===== config.mk =====
export PLATFORM = sky130hd
export DESIGN_NAME = a32_addr_decoder
export DESIGN_NICKNAME = d
export VERILOG_FILES = /design/src/rtl/a32_pkg.sv /design/src/rtl/a32_desc_split.sv /design/src/rtl/a32_sib_split.sv /design/src/rtl/a32_disp_counter.sv /design/src/rtl/a32_addr_decoder.sv
export SDC_FILE = /design/constraint.sdc
export NUM_CORES = 1
export LEC_CHECK = 0
export ABC_CLOCK_PERIOD_IN_PS = 2100
export BUFFER_PORTS_ARGS = -buffer_cell sky130_fd_sc_hd__buf_4
export CORE_MARGIN = 4
export CORE_UTILIZATION = 50
export DETAILED_ROUTE_END_ITERATION = 8
export GPL_TIMING_DRIVEN = 0
export PLACE_DENSITY = 0.71
export SYNTH_ARGS = -nofsm -noshare
export SYNTH_HDL_FRONTEND = slang
export SYNTH_SLANG_ARGS = --single-unit
export TNS_END_PERCENT = 100

===== constraint.sdc =====
create_clock -name clk -period 2.1 [get_ports clk]
set_input_delay 0.105 -clock clk [delete_from_list [all_inputs] [get_ports clk]]
set_output_delay 0.105 -clock clk [all_outputs]
set_load 0.05 [all_outputs]

===== src/rtl/a32_pkg.sv =====
package a32_pkg;

  localparam int LEN_W = 4;

  localparam logic [1:0] MOD_DIRECT   = 2'b11;
  localparam logic [1:0] MOD_NO_DISP  = 2'b00;
  localparam logic [1:0] MOD_SHORT    = 2'b01;
  localparam logic [1:0] MOD_LONG     = 2'b10;
  localparam logic [2:0] RM_SIB_ESC   = 3'b100;
  localparam logic [2:0] RM_DISP_ESC  = 3'b101;
  localparam logic [2:0] IDX_NONE     = 3'b100;
  localparam logic [2:0] BASE_ESC     = 3'b101;

  typedef enum logic [1:0] {
    DK_NONE  = 2'd0,
    DK_SHORT = 2'd1,
    DK_LONG  = 2'd2
  } disp_kind_e;

  typedef enum logic [1:0] {
    ST_DESC = 2'd0,
    ST_SIB  = 2'd1,
    ST_DISP = 2'd2
  } dec_state_e;

  typedef struct packed {
    logic             is_reg;
    logic [2:0]       reg_f;
    logic [2:0]       rm_reg;
    logic             base_vld;
    logic [2:0]       base;
    logic             idx_vld;
    logic [2:0]       idx;
    logic [3:0]       scale_mul;
    logic [LEN_W-1:0] disp_len;
    logic [LEN_W-1:0] total_len;
  } operand_t;

  // Index multiplier from the two-bit scale code.
  function automatic logic [3:0] scale_to_mul(input logic [1:0] s);
    return 4'b0001 << s;
  endfunction

  // Displacement class from mod; esc_long selects the long form under mod 00.
  function automatic disp_kind_e mod_disp_kind(input logic [1:0] md,
                                               input logic       esc_long);
    disp_kind_e k;
    case (md)
      MOD_SHORT:   k = DK_SHORT;
      MOD_LONG:    k = DK_LONG;
      MOD_NO_DISP: k = esc_long ? DK_LONG : DK_NONE;
      default:     k = DK_NONE;
    endcase
    return k;
  endfunction

  // Byte count of a displacement class.
  function automatic logic [LEN_W-1:0] kind_len(input disp_kind_e k,
                                                input int short_n,
                                                input int long_n);
    logic [LEN_W-1:0] n;
    case (k)
      DK_SHORT: n = LEN_W'(short_n);
      DK_LONG:  n = LEN_W'(long_n);
      default:  n = '0;
    endcase
    return n;
  endfunction

endpackage


===== src/rtl/a32_desc_split.sv =====
module a32_desc_split
  import a32_pkg::*;
(
  input  logic [7:0]  desc_i,
  output logic [1:0]  mod_o,
  output logic [2:0]  reg_o,
  output logic [2:0]  rm_o,
  output logic        direct_o,
  output logic        sib_next_o,
  output logic        disp_only_o,
  output disp_kind_e  kind_o
);

  assign mod_o       = desc_i[7:6];
  assign reg_o       = desc_i[5:3];
  assign rm_o        = desc_i[2:0];
  assign direct_o    = (mod_o == MOD_DIRECT);
  assign sib_next_o  = !direct_o && (rm_o == RM_SIB_ESC);
  assign disp_only_o = (mod_o == MOD_NO_DISP) && (rm_o == RM_DISP_ESC);
  assign kind_o      = mod_disp_kind(mod_o, disp_only_o);

endmodule


===== src/rtl/a32_sib_split.sv =====
module a32_sib_split
  import a32_pkg::*;
(
  input  logic [7:0]  sib_i,
  input  logic [1:0]  mod_i,
  output logic [3:0]  scale_mul_o,
  output logic        idx_vld_o,
  output logic [2:0]  idx_o,
  output logic        base_vld_o,
  output logic [2:0]  base_o,
  output disp_kind_e  kind_o
);

  logic [2:0] raw_idx;
  logic [2:0] raw_base;
  logic       base_absent;

  assign raw_idx     = sib_i[5:3];
  assign raw_base    = sib_i[2:0];
  assign base_absent = (mod_i == MOD_NO_DISP) && (raw_base == BASE_ESC);

  assign scale_mul_o = scale_to_mul(sib_i[7:6]);
  assign idx_vld_o   = (raw_idx != IDX_NONE);
  assign idx_o       = idx_vld_o ? raw_idx : 3'd0;
  assign base_vld_o  = !base_absent;
  assign base_o      = base_absent ? 3'd0 : raw_base;
  assign kind_o      = mod_disp_kind(mod_i, base_absent);

endmodule


===== src/rtl/a32_disp_counter.sv =====
module a32_disp_counter #(
  parameter int CW = 4
) (
  input  logic          clk,
  input  logic          rst_n,
  input  logic          load_i,
  input  logic [CW-1:0] load_val_i,
  input  logic          step_i,
  output logic          last_o
);

  logic [CW-1:0] rem_q;

  always_ff @(posedge clk) begin
    if (!rst_n) begin
      rem_q <= '0;
    end else if (load_i) begin
      rem_q <= load_val_i;
    end else if (step_i && rem_q != '0) begin
      rem_q <= rem_q - CW'(1);
    end
  end

  assign last_o = (rem_q == CW'(1));

endmodule


===== src/rtl/a32_addr_decoder.sv =====
module a32_addr_decoder
  import a32_pkg::*;
#(
  parameter int SHORT_DISP = 1,
  parameter int LONG_DISP  = 4
) (
  input  logic             clk,
  input  logic             rst_n,
  input  logic             byte_valid_i,
  input  logic [7:0]       byte_i,
  output logic             done_o,
  output logic             is_reg_o,
  output logic [2:0]       reg_field_o,
  output logic [2:0]       rm_reg_o,
  output logic             base_vld_o,
  output logic [2:0]       base_reg_o,
  output logic             index_vld_o,
  output logic [2:0]       index_reg_o,
  output logic [3:0]       scale_mul_o,
  output logic [LEN_W-1:0] disp_len_o,
  output logic [LEN_W-1:0] total_len_o
);

  localparam logic [LEN_W-1:0] ONE_BYTE = LEN_W'(1);
  localparam logic [LEN_W-1:0] TWO_BYTE = LEN_W'(2);

  // Decode progress
  dec_state_e state_q, state_d;
  logic [1:0] mod_q, mod_d;
  operand_t   pend_q, pend_d;
  operand_t   res_q, res_d;
  logic       done_q;

  // Named events, brought out for the checker
  logic ev_desc_take;
  logic ev_sib_take;
  logic ev_disp_take;
  logic ev_finish;

  // Descriptor byte decode
  logic [1:0] d_mod;
  logic [2:0] d_reg;
  logic [2:0] d_rm;
  logic       d_direct;
  logic       d_sib_next;
  logic       d_disp_only;
  disp_kind_e d_kind;

  a32_desc_split u_desc (
    .desc_i      (byte_i),
    .mod_o       (d_mod),
    .reg_o       (d_reg),
    .rm_o        (d_rm),
    .direct_o    (d_direct),
    .sib_next_o  (d_sib_next),
    .disp_only_o (d_disp_only),
    .kind_o      (d_kind)
  );

  // Scale-index-base byte decode, using the stored mod
  logic [3:0] s_mul;
  logic       s_idx_vld;
  logic [2:0] s_idx;
  logic       s_base_vld;
  logic [2:0] s_base;
  disp_kind_e s_kind;

  a32_sib_split u_sib (
    .sib_i       (byte_i),
    .mod_i       (mod_q),
    .scale_mul_o (s_mul),
    .idx_vld_o   (s_idx_vld),
    .idx_o       (s_idx),
    .base_vld_o  (s_base_vld),
    .base_o      (s_base),
    .kind_o      (s_kind)
  );

  // Displacement byte counter
  logic             cnt_load;
  logic [LEN_W-1:0] cnt_val;
  logic             cnt_last;

  a32_disp_counter #(.CW(LEN_W)) u_cnt (
    .clk        (clk),
    .rst_n      (rst_n),
    .load_i     (cnt_load),
    .load_val_i (cnt_val),
    .step_i     (ev_disp_take),
    .last_o     (cnt_last)
  );

  // Candidate results
  operand_t cand_desc;
  operand_t cand_sib;

  always_comb begin
    cand_desc           = '0;
    cand_desc.is_reg    = d_direct;
    cand_desc.reg_f     = d_reg;
    cand_desc.rm_reg    = d_direct ? d_rm : 3'd0;
    cand_desc.base_vld  = !d_direct && !d_disp_only;
    cand_desc.base      = cand_desc.base_vld ? d_rm : 3'd0;
    cand_desc.idx_vld   = 1'b0;
    cand_desc.idx       = 3'd0;
    cand_desc.scale_mul = 4'd1;
    cand_desc.disp_len  = d_direct ? '0 : kind_len(d_kind, SHORT_DISP, LONG_DISP);
    cand_desc.total_len = ONE_BYTE + cand_desc.disp_len;
  end

  always_comb begin
    cand_sib           = '0;
    cand_sib.is_reg    = 1'b0;
    cand_sib.reg_f     = pend_q.reg_f;
    cand_sib.rm_reg    = 3'd0;
    cand_sib.base_vld  = s_base_vld;
    cand_sib.base      = s_base;
    cand_sib.idx_vld   = s_idx_vld;
    cand_sib.idx       = s_idx;
    cand_sib.scale_mul = s_mul;
    cand_sib.disp_len  = kind_len(s_kind, SHORT_DISP, LONG_DISP);
    cand_sib.total_len = TWO_BYTE + cand_sib.disp_len;
  end

  assign ev_desc_take = byte_valid_i && (state_q == ST_DESC);
  assign ev_sib_take  = byte_valid_i && (state_q == ST_SIB);
  assign ev_disp_take = byte_valid_i && (state_q == ST_DISP);

  // Sequencing
  always_comb begin
    state_d   = state_q;
    mod_d     = mod_q;
    pend_d    = pend_q;
    res_d     = res_q;
    ev_finish = 1'b0;
    cnt_load  = 1'b0;
    cnt_val   = '0;
    unique case (state_q)
      ST_DESC: begin
        if (ev_desc_take) begin
          mod_d  = d_mod;
          pend_d = cand_desc;
          if (d_sib_next) begin
            state_d = ST_SIB;
          end else if (cand_desc.disp_len == '0) begin
            ev_finish = 1'b1;
            res_d     = cand_desc;
          end else begin
            cnt_load = 1'b1;
            cnt_val  = cand_desc.disp_len;
            state_d  = ST_DISP;
          end
        end
      end
      ST_SIB: begin
        if (ev_sib_take) begin
          pend_d = cand_sib;
          if (cand_sib.disp_len == '0) begin
            ev_finish = 1'b1;
            res_d     = cand_sib;
            state_d   = ST_DESC;
          end else begin
            cnt_load = 1'b1;
            cnt_val  = cand_sib.disp_len;
            state_d  = ST_DISP;
          end
        end
      end
      ST_DISP: begin
        if (ev_disp_take && cnt_last) begin
          ev_finish = 1'b1;
          res_d     = pend_q;
          state_d   = ST_DESC;
        end
      end
      default: state_d = ST_DESC;
    endcase
  end

  always_ff @(posedge clk) begin
    if (!rst_n) begin
      state_q <= ST_DESC;
      mod_q   <= '0;
      pend_q  <= '0;
      res_q   <= '0;
      done_q  <= 1'b0;
    end else begin
      state_q <= state_d;
      mod_q   <= mod_d;
      pend_q  <= pend_d;
      res_q   <= res_d;
      done_q  <= ev_finish;
    end
  end

  assign done_o      = done_q;
  assign is_reg_o    = res_q.is_reg;
  assign reg_field_o = res_q.reg_f;
  assign rm_reg_o    = res_q.rm_reg;
  assign base_vld_o  = res_q.base_vld;
  assign base_reg_o  = res_q.base;
  assign index_vld_o = res_q.idx_vld;
  assign index_reg_o = res_q.idx;
  assign scale_mul_o = res_q.scale_mul;
  assign disp_len_o  = res_q.disp_len;
  assign total_len_o = res_q.total_len;

endmodule


==> reports/results.ini, run 1 <==
[sta]
finalMaxSlewViolations = 0
finalClockSkew_ns = 0.00473
slew_headroom = 0.597
tns_ns = 0
tightest_slew_ns = 0.604
hold_viol_final = 0
period_share = 0.938
rsz0062_at_grt = false
fmax_mhz = 508
setup_violations = 0
period_minus_slack_ns = 1.97

[finish]
final_nets = 410
fin_cells = 465
diodes = 0
design_area_um2 = 3390
drive_gt1_frac = 0.183
syn2layout_area_growth_pct = 15.8
fill_cells = 524

[synthesis]
synthCells = 352
seq_area_frac_synth = 0.376
netlist_area_um2 = 2930
synthDistinctLibCells = 63
yosys-top-cells-area = dfxtp_1, mux2i_1, nand2_1
synth_ff_type = dfxtp_1
yosys_warnings = 0
yosys.area.top_type = dfxtp_1
ys_seq_elements = 55
synth_top_cell_area_share = 0.376
syn_avg_cell_area_um2 = 8.32
ys_async_sr_fraction = 0
synth_edf_count = 0

[clock_network]
cts_buffers = 5
hold_buffers = 0
clock-sinks = 55
clk_latency_ns = 0.31
ctsRootBufferMaster = clkbuf_8
htree_levels = 2
clkSlewWorstSetupHoldPaths_ns = 0.10
clock_path_buffers = 2
cts_tree = done

[setup_path]
start_kind = flop
critPathArrivalTime_ns = 2.14
path_max_fanout = 10
required_ns = 2.27
critPathKind = flop to flop
end_kind = flop

[route]
routed_wl_mm = 7.75
ant_nets = 0
dr.pass1.iters = 5
vias_per_cell = 5.91
drc = 0
vias = 2746
detail_route.iter0.violations = 350
wire_per_inst_um = 16.7

[place]
io_buffers = 34
routabilityCongestion = 0.948
dp_cells = 460
dp_hpwl_mm = 5.67
place_area_um2 = 3280

[floorplan]
core_area_um2 = 5610
io_pins = 39
fp.dieArea_um2 = 7150
initial_utilization = 0.522
row_count = 27
die_x_um = 84.5
fp.dieH_um = 84.5

[power]
p_clk_frac = 0.228
p_int_mw = 1.89
swShare = 0.377
p_sw_mw = 1.14
combPwrFrac = 0.374
peakVddDrop_uv = 469
seqPwrFrac = 0.398
p_leak_nw = 1.40
power_density_nw_per_um2 = 894

[grt]
gr-total-overflow = 0
track_usage = 0.219
antenna_found_initial = 0
grt_pass1_vias = 2554
grt_max_degree = 17
grt_pass1_wl_mm = 12.7

[run]
maxCapViolCount = 0

[min_path]
hp-class = input pin to flop

[run_status]
status = finished, final reports clean

repair_timing:
item / 4_1_cts / 5_1_grt
resized for setup: 1 / 4
setup buffers: 0 / 0
setup endpoints to repair: 2 / 21
hold endpoints to repair: 0 / 0
pin swaps: 0 / 0
registers in the layout (all words and copies together) (netlist names):
| register | count |
|---|---|
| base_reg_o | 3 |
| base_vld_o | 1 |
| cand_sib | 3 |
| disp_len_o | 1 |
| done_o | 1 |
| index_reg_o | 3 |
| index_vld_o | 1 |
| is_reg_o | 1 |
| mod_q | 2 |
| pend_q | 20 |
| reg_field_o | 3 |
| rm_reg_o | 3 |
| scale_mul_o | 4 |
| state_q | 2 |
| total_len_o | 3 |
| u_cnt.rem_q | 4 |
final cells by class:
cell class | instances | area [um^2] | share of cell area
Multi-Input combinational cell | 258 | 1640 | 0.485
Clock inverter | 2 | 37.5 | 0.0111
Clock buffer | 5 | 68.8 | 0.0203
Buffer | 29 | 158 | 0.0465
Tap cell | 72 | 90.1 | 0.0266
Inverter | 10 | 37.5 | 0.0111
Timing Repair Buffer | 34 | 255 | 0.0752
Sequential cell | 55 | 1100 | 0.325
power groups by stage:
stage	clock network [mW]	logic, mW	registers, mW
2_1_floorplan	0	0.634	1.41
3_3_place_gp	0	1.10	1.23
3_5_place_dp	0	1.11	1.23
4_1_cts	0.700	1.12	1.21
5_1_grt	0.750	1.21	1.22
6_report	0.692	1.13	1.21
per-layer routing:
layer  global-route usage  share of wire  wire length, um  up-vias
met4               0.0633          0.011               87        0
met5                    0              0                0        -
met3               0.0393          0.075              579       13
li1                     -              -                -     1317
met2                0.344           0.46             3540      132
met1                0.307           0.46             3550     1284
logic make-up after synthesis:
family | Yosys count | share of synthesized area
simple gates | 131 | 0.215
compound gates | 92 | 0.226
buf+inv | 41 | 0.0683
fa+ha+maj | 6 | 0.0256
xor+xnor | 2 | 0.00598
flops | 55 | 0.376
mux | 24 | 0.0820
other cells | 1 | 0.00128
Yosys cell counts, drive strengths merged, types with 6 or more instances:
library cell / number
nor2: 22
a22oi: 11
buf: 16
dfxtp: 55
o211ai: 6
inv: 10
clkbuf: 15
mux2i: 24
o21ai: 19
ha: 6
nand3: 16
a21oi: 20
nand2: 61
critical path, stage by stage (launching register included):
cell and delay (ns):
dfxtp_1 0.35, inv_1 0.11, ha_1 0.22, buf_2 0.26, nand2_1 0.29, o32ai_2 0.48
o31ai_1 0.13
stage by stage:
step / power (mW) / hold slack (ns) / utilization / setup slack [ns]
after floorplan: 2.05 / 0.241 / - / 0.442
after global placement: 2.32 / 0.387 / 0.585 / 0.0462
after detailed placement: 2.34 / 0.390 / 0.585 / 0.0373
after CTS: 3.03 / 0.0608 / 0.605 / 0.0310
after global routing: 3.18 / 0.0516 / 0.605 / 0.0118
final: 3.03 / 0.0666 / 0.605 / 0.130
cells in the final DEF (no fill, tap or decap), types with 3 or more instances in the layout:
cell / instances
dfxtp_1: 55
inv_1: 10
mux2i_1: 24
a21oi_1: 20
clkbuf_8: 5
o211ai_1: 5
nor2_1: 22
a22o_1: 5
ha_1: 6
buf_6: 3
nand3_1: 16
a22oi_1: 11
a211oi_1: 4
conb_1: 3
o21ai_0: 17
nand2_1: 61
nor2b_1: 4
clkbuf_1: 12
buf_2: 7
buf_4: 38
and2_1: 3
path summary, 6_finish.rpt:
check / end / startpoint / slack, ns / cells after the start
worst min-delay path: cand_sib[25] / byte_i[5] / 0.07 / 3
worst min register to register: pend_q[14] / pend_q[14] / 0.46 / 2
worst max-delay path: u_cnt.rem_q[0] / state_q[1] / 0.13 / 6
worst max register to register: u_cnt.rem_q[0] / state_q[1] / 0.13 / 6
No activity file was read; power rests on OpenSTA's default activity.
==> run 2: changes to the inputs <==
--- a/config.mk
+++ b/config.mk
@@ -5,13 +5,16 @@
 export SDC_FILE = /design/constraint.sdc
 export NUM_CORES = 1
 export LEC_CHECK = 0
-export ABC_CLOCK_PERIOD_IN_PS = 2100
+export ABC_CLOCK_PERIOD_IN_PS = 2400
 export BUFFER_PORTS_ARGS = -buffer_cell sky130_fd_sc_hd__buf_4
+export CELL_PAD_IN_SITES_DETAIL_PLACEMENT = 0
+export CELL_PAD_IN_SITES_GLOBAL_PLACEMENT = 2
 export CORE_MARGIN = 4
-export CORE_UTILIZATION = 50
+export CORE_UTILIZATION = 37
+export CTS_CLUSTER_DIAMETER = 80
 export DETAILED_ROUTE_END_ITERATION = 8
 export GPL_TIMING_DRIVEN = 0
-export PLACE_DENSITY = 0.71
+export PLACE_DENSITY = 0.85
 export SYNTH_ARGS = -nofsm -noshare
 export SYNTH_HDL_FRONTEND = slang
 export SYNTH_SLANG_ARGS = --single-unit
==> constraint.sdc (replaced) <==
create_clock -name clk -period 2.4 [get_ports clk]
set_input_delay 0.12 -clock clk [delete_from_list [all_inputs] [get_ports clk]]
set_output_delay 0.12 -clock clk [all_outputs]
set_load 0.05 [all_outputs]
==> reports/results.ini, run 2 (same netlist as run 1, synthesis figures left out) <==
[route]
detail_route.iter0.violations = 176
ant_nets = 0
vias = 2690
dr.pass1.iters = 5
wire_per_inst_um = 17.0
drc = 0
vias_per_cell = 5.40
routed_wl_mm = 8.46

[run]
maxCapViolCount = 0

[power]
swShare = 0.399
combPwrFrac = 0.387
p_clk_frac = 0.204
p_int_mw = 1.55
power_density_nw_per_um2 = 757
peakVddDrop_uv = 241
p_sw_mw = 1.03
seqPwrFrac = 0.409
p_leak_nw = 1.39

[floorplan]
fp.dieArea_um2 = 9400
initial_utilization = 0.379
fp.dieH_um = 97.0
die_x_um = 97.0
row_count = 32
io_pins = 39
core_area_um2 = 7730

[setup_path]
rr_endpoint = reg_field_o[1]
critPathArrivalTime_ns = 2.49
r2r_start = state_q[0]
r2r_setup_slack_ns = 0.16
worst-path-buf-inv = 3
path_max_fanout = 10
critPathTopFamily = buffers and inverters
cp_slowest_stage_delay_ns = 0.47
required_ns = 2.65
start_kind = flop
reg2reg_depth = 8
cp_cell_sequence = inv_1, ha_1, clkbuf_1, buf_1, nor2_1, o22ai_1, nand2_1, mux2i_1
critPathKind = flop to flop
crit_slowest_cell = buf_1
end_kind = flop

[sta]
period_minus_slack_ns = 2.24
rsz0062_at_grt = false
fmax_mhz = 447
tns_ns = 0
hold_viol_final = 0
finalClockSkew_ns = 0.00413
tightest_slew_ns = 0.665
finalMaxSlewViolations = 0
slew_headroom = 0.554
period_share = 0.933
setup_violations = 0

[finish]
final_cell_mix = nand2_1, dfxtp_1, buf_4, mux2i_1, nor2_1
mostFrequentLayoutCell = nand2_1
final_nets = 412
diodes = 0
regMostFlops = pend_q
drive_gt1_frac = 0.172
syn2layout_area_growth_pct = 16.4
design_area_um2 = 3410
largest_reg_flops = 20

[clock_network]
hold_buffers = 0
clock_path_buffers = 2
clock-sinks = 55
clkSlewWorstSetupHoldPaths_ns = 0.10
cts_buffers = 5
post_cts_buffers = 0
ctsRootBufferMaster = clkbuf_8
cts_tree = done
post_cts_resized = 0
clk_latency_ns = 0.31
htree_levels = 2

[min_path]
hold_end = cand_sib[25]
hp-class = input pin to flop
hold_depth = 3
holdCritStartpoint = byte_i[5]

[grt]
gr-total-overflow = 0
use_met1 = 0.261
grt_util_met3 = 0.0281
grt_max_degree = 18
grt.met2_usage = 0.269
grt-busiest-layer = met2
antenna_found_initial = 0
track_usage = 0.179
grt_pass1_wl_mm = 13.7
grt_pass1_vias = 2553

[place]
dp_hpwl_mm = 6.18
io_buffers = 34
routabilityCongestion = 0.862
place_area_um2 = 3320

[run_status]
status = finished, final reports clean

[run 2: cell count changes in the layout (fill, tap and decap cells not counted)]
cell        change
buf_1           +1
bufinv_16       -1
clkbuf_1        +4
clkbuf_2        -2
clkinv_4        +2
clkinvlp_4      -1
nor3_1          +1
nor3_2          -1
o21ai_1         +1
o21ai_2         -1
[run 2: per-stage QoR]
step / setup slack [ns] / power, mW / instances / utilization / hold slack, ns
6_report: 0.162 / 2.58 / 498 / 0.441 / 0.0787
5_1_grt: 0.0798 / 2.72 / 498 / 0.441 / 0.0761
4_1_cts: 0.209 / 2.61 / 498 / 0.441 / 0.0625
3_5_place_dp: 0.239 / 2.07 / 490 / 0.430 / 0.411
3_3_place_gp: 0.234 / 2.06 / 490 / 0.430 / 0.400
2_1_floorplan: 0.742 / 1.79 / 354 / - / 0.256
[run 2: worst register-to-register path, delay by kind of cell (launching register included)]
kind	cells	cell delay, ns
multiplexers	1	0.14
buffers and inverters	3	1.03
adder cells (fa/ha/maj)	1	0.15
AND/OR/NAND/NOR	2	0.25
flip-flops	1	0.35
AO/OA/AOI/OAI	1	0.26
[run 2: routing by layer]
layer / routed length [um] / vias up
met4: 120 / 0
met1: 4090 / 1263
met3: 511 / 10
met2: 3740 / 96
met5: 0 / -
li1: - / 1321
[run 2: worst max path at each step]
stage	startpoint	endpoint	slack [ns]	cells past startpoint
2_1_floorplan	state_q[1]	base_vld_o	0.74	8
3_3_place_gp	state_q[0]	reg_field_o[1]	0.23	8
3_5_place_dp	state_q[0]	reg_field_o[1]	0.24	8
4_1_cts	state_q[0]	reg_field_o[1]	0.21	8
5_1_grt	state_q[0]	reg_field_o[2]	0.08	8
6_report	state_q[0]	reg_field_o[1]	0.16	8
[run 2: power groups by stage]
stage	combinational (mW)	clock (mW)	sequential (mW)
finish	0.999	0.527	1.06
global route	1.07	0.583	1.07
CTS	0.997	0.554	1.06
detailed placement	0.995	0	1.08
global placement	0.991	0	1.07
floorplan	0.555	0	1.24
[run 2: layout make-up]
type | count | area, um^2
clock inverter | 2 | 17.5
multi-input combinational | 258 | 1640
buffer | 31 | 163
fill | 802 | 4320
clock buffer | 6 | 72.6
inverter | 10 | 37.5
sequential | 55 | 1100
tap | 102 | 128
timing repair buffer | 34 | 255
==> run 3: changes to the inputs <==
--- a/config.mk
+++ b/config.mk
@@ -6,15 +6,15 @@
 export NUM_CORES = 1
 export LEC_CHECK = 0
 export ABC_CLOCK_PERIOD_IN_PS = 2400
-export BUFFER_PORTS_ARGS = -buffer_cell sky130_fd_sc_hd__buf_4
 export CELL_PAD_IN_SITES_DETAIL_PLACEMENT = 0
 export CELL_PAD_IN_SITES_GLOBAL_PLACEMENT = 2
 export CORE_MARGIN = 4
-export CORE_UTILIZATION = 37
+export CORE_UTILIZATION = 40
 export CTS_CLUSTER_DIAMETER = 80
 export DETAILED_ROUTE_END_ITERATION = 8
+export DONT_BUFFER_PORTS = 1
 export GPL_TIMING_DRIVEN = 0
-export PLACE_DENSITY = 0.85
+export PLACE_DENSITY = 0.83
 export SYNTH_ARGS = -nofsm -noshare
 export SYNTH_HDL_FRONTEND = slang
 export SYNTH_SLANG_ARGS = --single-unit
==> reports/results.ini, run 3 (same netlist as run 1, synthesis figures left out) <==
[finish]
diodes = 0
seq_area_um2 = 1100
final_nets = 384
syn2layout_area_growth_pct = 9.83
largest_reg_flops = 20
drive_gt1_frac = 0.0978
final_cell_mix = nand2_1, dfxtp_1, mux2i_1, nor2_1, a21oi_1
fill_cells = 724
regMostFlops = pend_q
fin_cells = 464
postLayoutCoreUtil = 0.463
mostFrequentLayoutCell = nand2_1
design_area_um2 = 3220
multiInputGateArea_um2 = 1640

[setup_path]
r2r_start = state_q[0]
crit_slowest_cell = clkbuf_1
path_max_fanout = 10
cp-startpoint = state_q[0]
cp_cell_sequence = inv_1, ha_1, clkbuf_1, clkbuf_1, nand2_1, o2bb2ai_1, nand2_1, mux2i_1
critPathCapture = reg_field_o[2]
worst-path-buf-inv = 3
critPathArrivalTime_ns = 2.41
end_kind = flop
start_kind = flop
crit_cells = 8
rr_endpoint = reg_field_o[2]
reg2reg_depth = 8
critPathTopFamily = buffers and inverters
critPathKind = flop to flop
r2r_setup_slack_ns = 0.25
cp_slowest_stage_delay_ns = 0.43
required_ns = 2.66

[power]
power_density_nw_per_um2 = 788
peakVddDrop_uv = 240
finalPower_mw = 2.53
p_leak_nw = 1.24

[place]
routabilityCongestion = 0.827
preCtsSetupSlack_ns = 0.201
io_buffers = 0
place_area_um2 = 3060
dp_cells = 450
dp_hpwl_mm = 6.12

[grt]
gr-total-overflow = 0
antenna_found_initial = 0
grt_pass1_wl_mm = 13.7
track_usage = 0.203
grt_max_degree = 18
grt_pass1_vias = 2484

[floorplan]
row_count = 30
io_pins = 39
die_x_um = 93.6
fp.dieArea_um2 = 8760
core_area_um2 = 6940
initial_utilization = 0.422
fp.dieH_um = 93.6

[route]
routed_wl_mm = 8.57
dr.pass1.iters = 4
drc = 0
ant_nets = 0
vias = 2582
detail_route.iter0.violations = 141
wire_per_inst_um = 18.5
vias_per_cell = 5.56

[clock_network]
clock_path_buffers = 2
htree_levels = 2
clkSlewWorstSetupHoldPaths_ns = 0.11
clk_latency_ns = 0.32
cts_tree = done
clock-sinks = 55
post_cts_buffers = 0
ctsRootBufferMaster = clkbuf_8
cts_buffers = 5

[sta]
tightest_slew_ns = 0.678
finalMaxSlewViolations = 0
hold_viol_final = 0
fmax_mhz = 465
tns_ns = 0
slew_headroom = 0.545
finalClockSkew_ns = 0.0101
period_share = 0.895
rsz0062_at_grt = false
holdWs_ns = 0.0173
setup_violations = 0
fin_ws_ns = 0.251
period_minus_slack_ns = 2.15

[min_path]
holdCritStartpoint = byte_i[0]
hp-class = input pin to flop

[run_status]
status = finished, final reports clean

[run]
maxCapViolCount = 0

-- run 3: cell types whose count changed in the layout (fill, tap and decap cells not counted) --
cell,previous run,this run
buf_1,2,1
buf_4,38,4
clkbuf_1,16,15
clkbuf_2,0,1
clkbuf_8,5,6
clkinv_4,2,1
clkinvlp_4,0,1
dlygate4sd3_1,0,6
-- run 3: what timing repair did --
action | 4_1_cts | 5_1_grt
gates resized for setup | 0 | 1
setup endpoints to repair | 0 | 1
endpoints found under the hold margin | 11 | 0
hold buffers | 6 | 0
-- run 3: cell type report --
type | instances | area share
buffer | 31 | 0.0510
clock buffer | 6 | 0.0257
clock inverter | 2 | 0.00506
inverter | 10 | 0.0117
multi-input combinational | 258 | 0.508
sequential | 55 | 0.342
tap | 96 | 0.0373
timing repair buffer | 6 | 0.0187
-- run 3: how the worst min path moves through the flow --
stage | end | slack (ns) | depth (start not counted)
6_report | base_reg_o[0] | 0.02 | 2
5_1_grt | base_reg_o[0] | 0.03 | 2
4_1_cts | base_reg_o[0] | 0.007 | 2
3_5_place_dp | cand_sib[25] | 0.27 | 2
3_3_place_gp | cand_sib[24] | 0.26 | 2
2_1_floorplan | cand_sib[23] | 0.26 | 2
-- run 3: power by group --
part	internal (mW)	switching (mW)	leakage, nW	total, mW
clock network	0.237	0.325	0.0474	0.562
logic	0.276	0.466	0.748	0.742
registers	1.00	0.230	0.448	1.23
-- run 3: layer usage --
layer,GRT usage,wire length [um],vias up
met5,0,0,-
met4,0.0397,65,0
met3,0.0418,501,6
met2,0.316,3810,76
met1,0.291,4200,1232
li1,-,-,1268
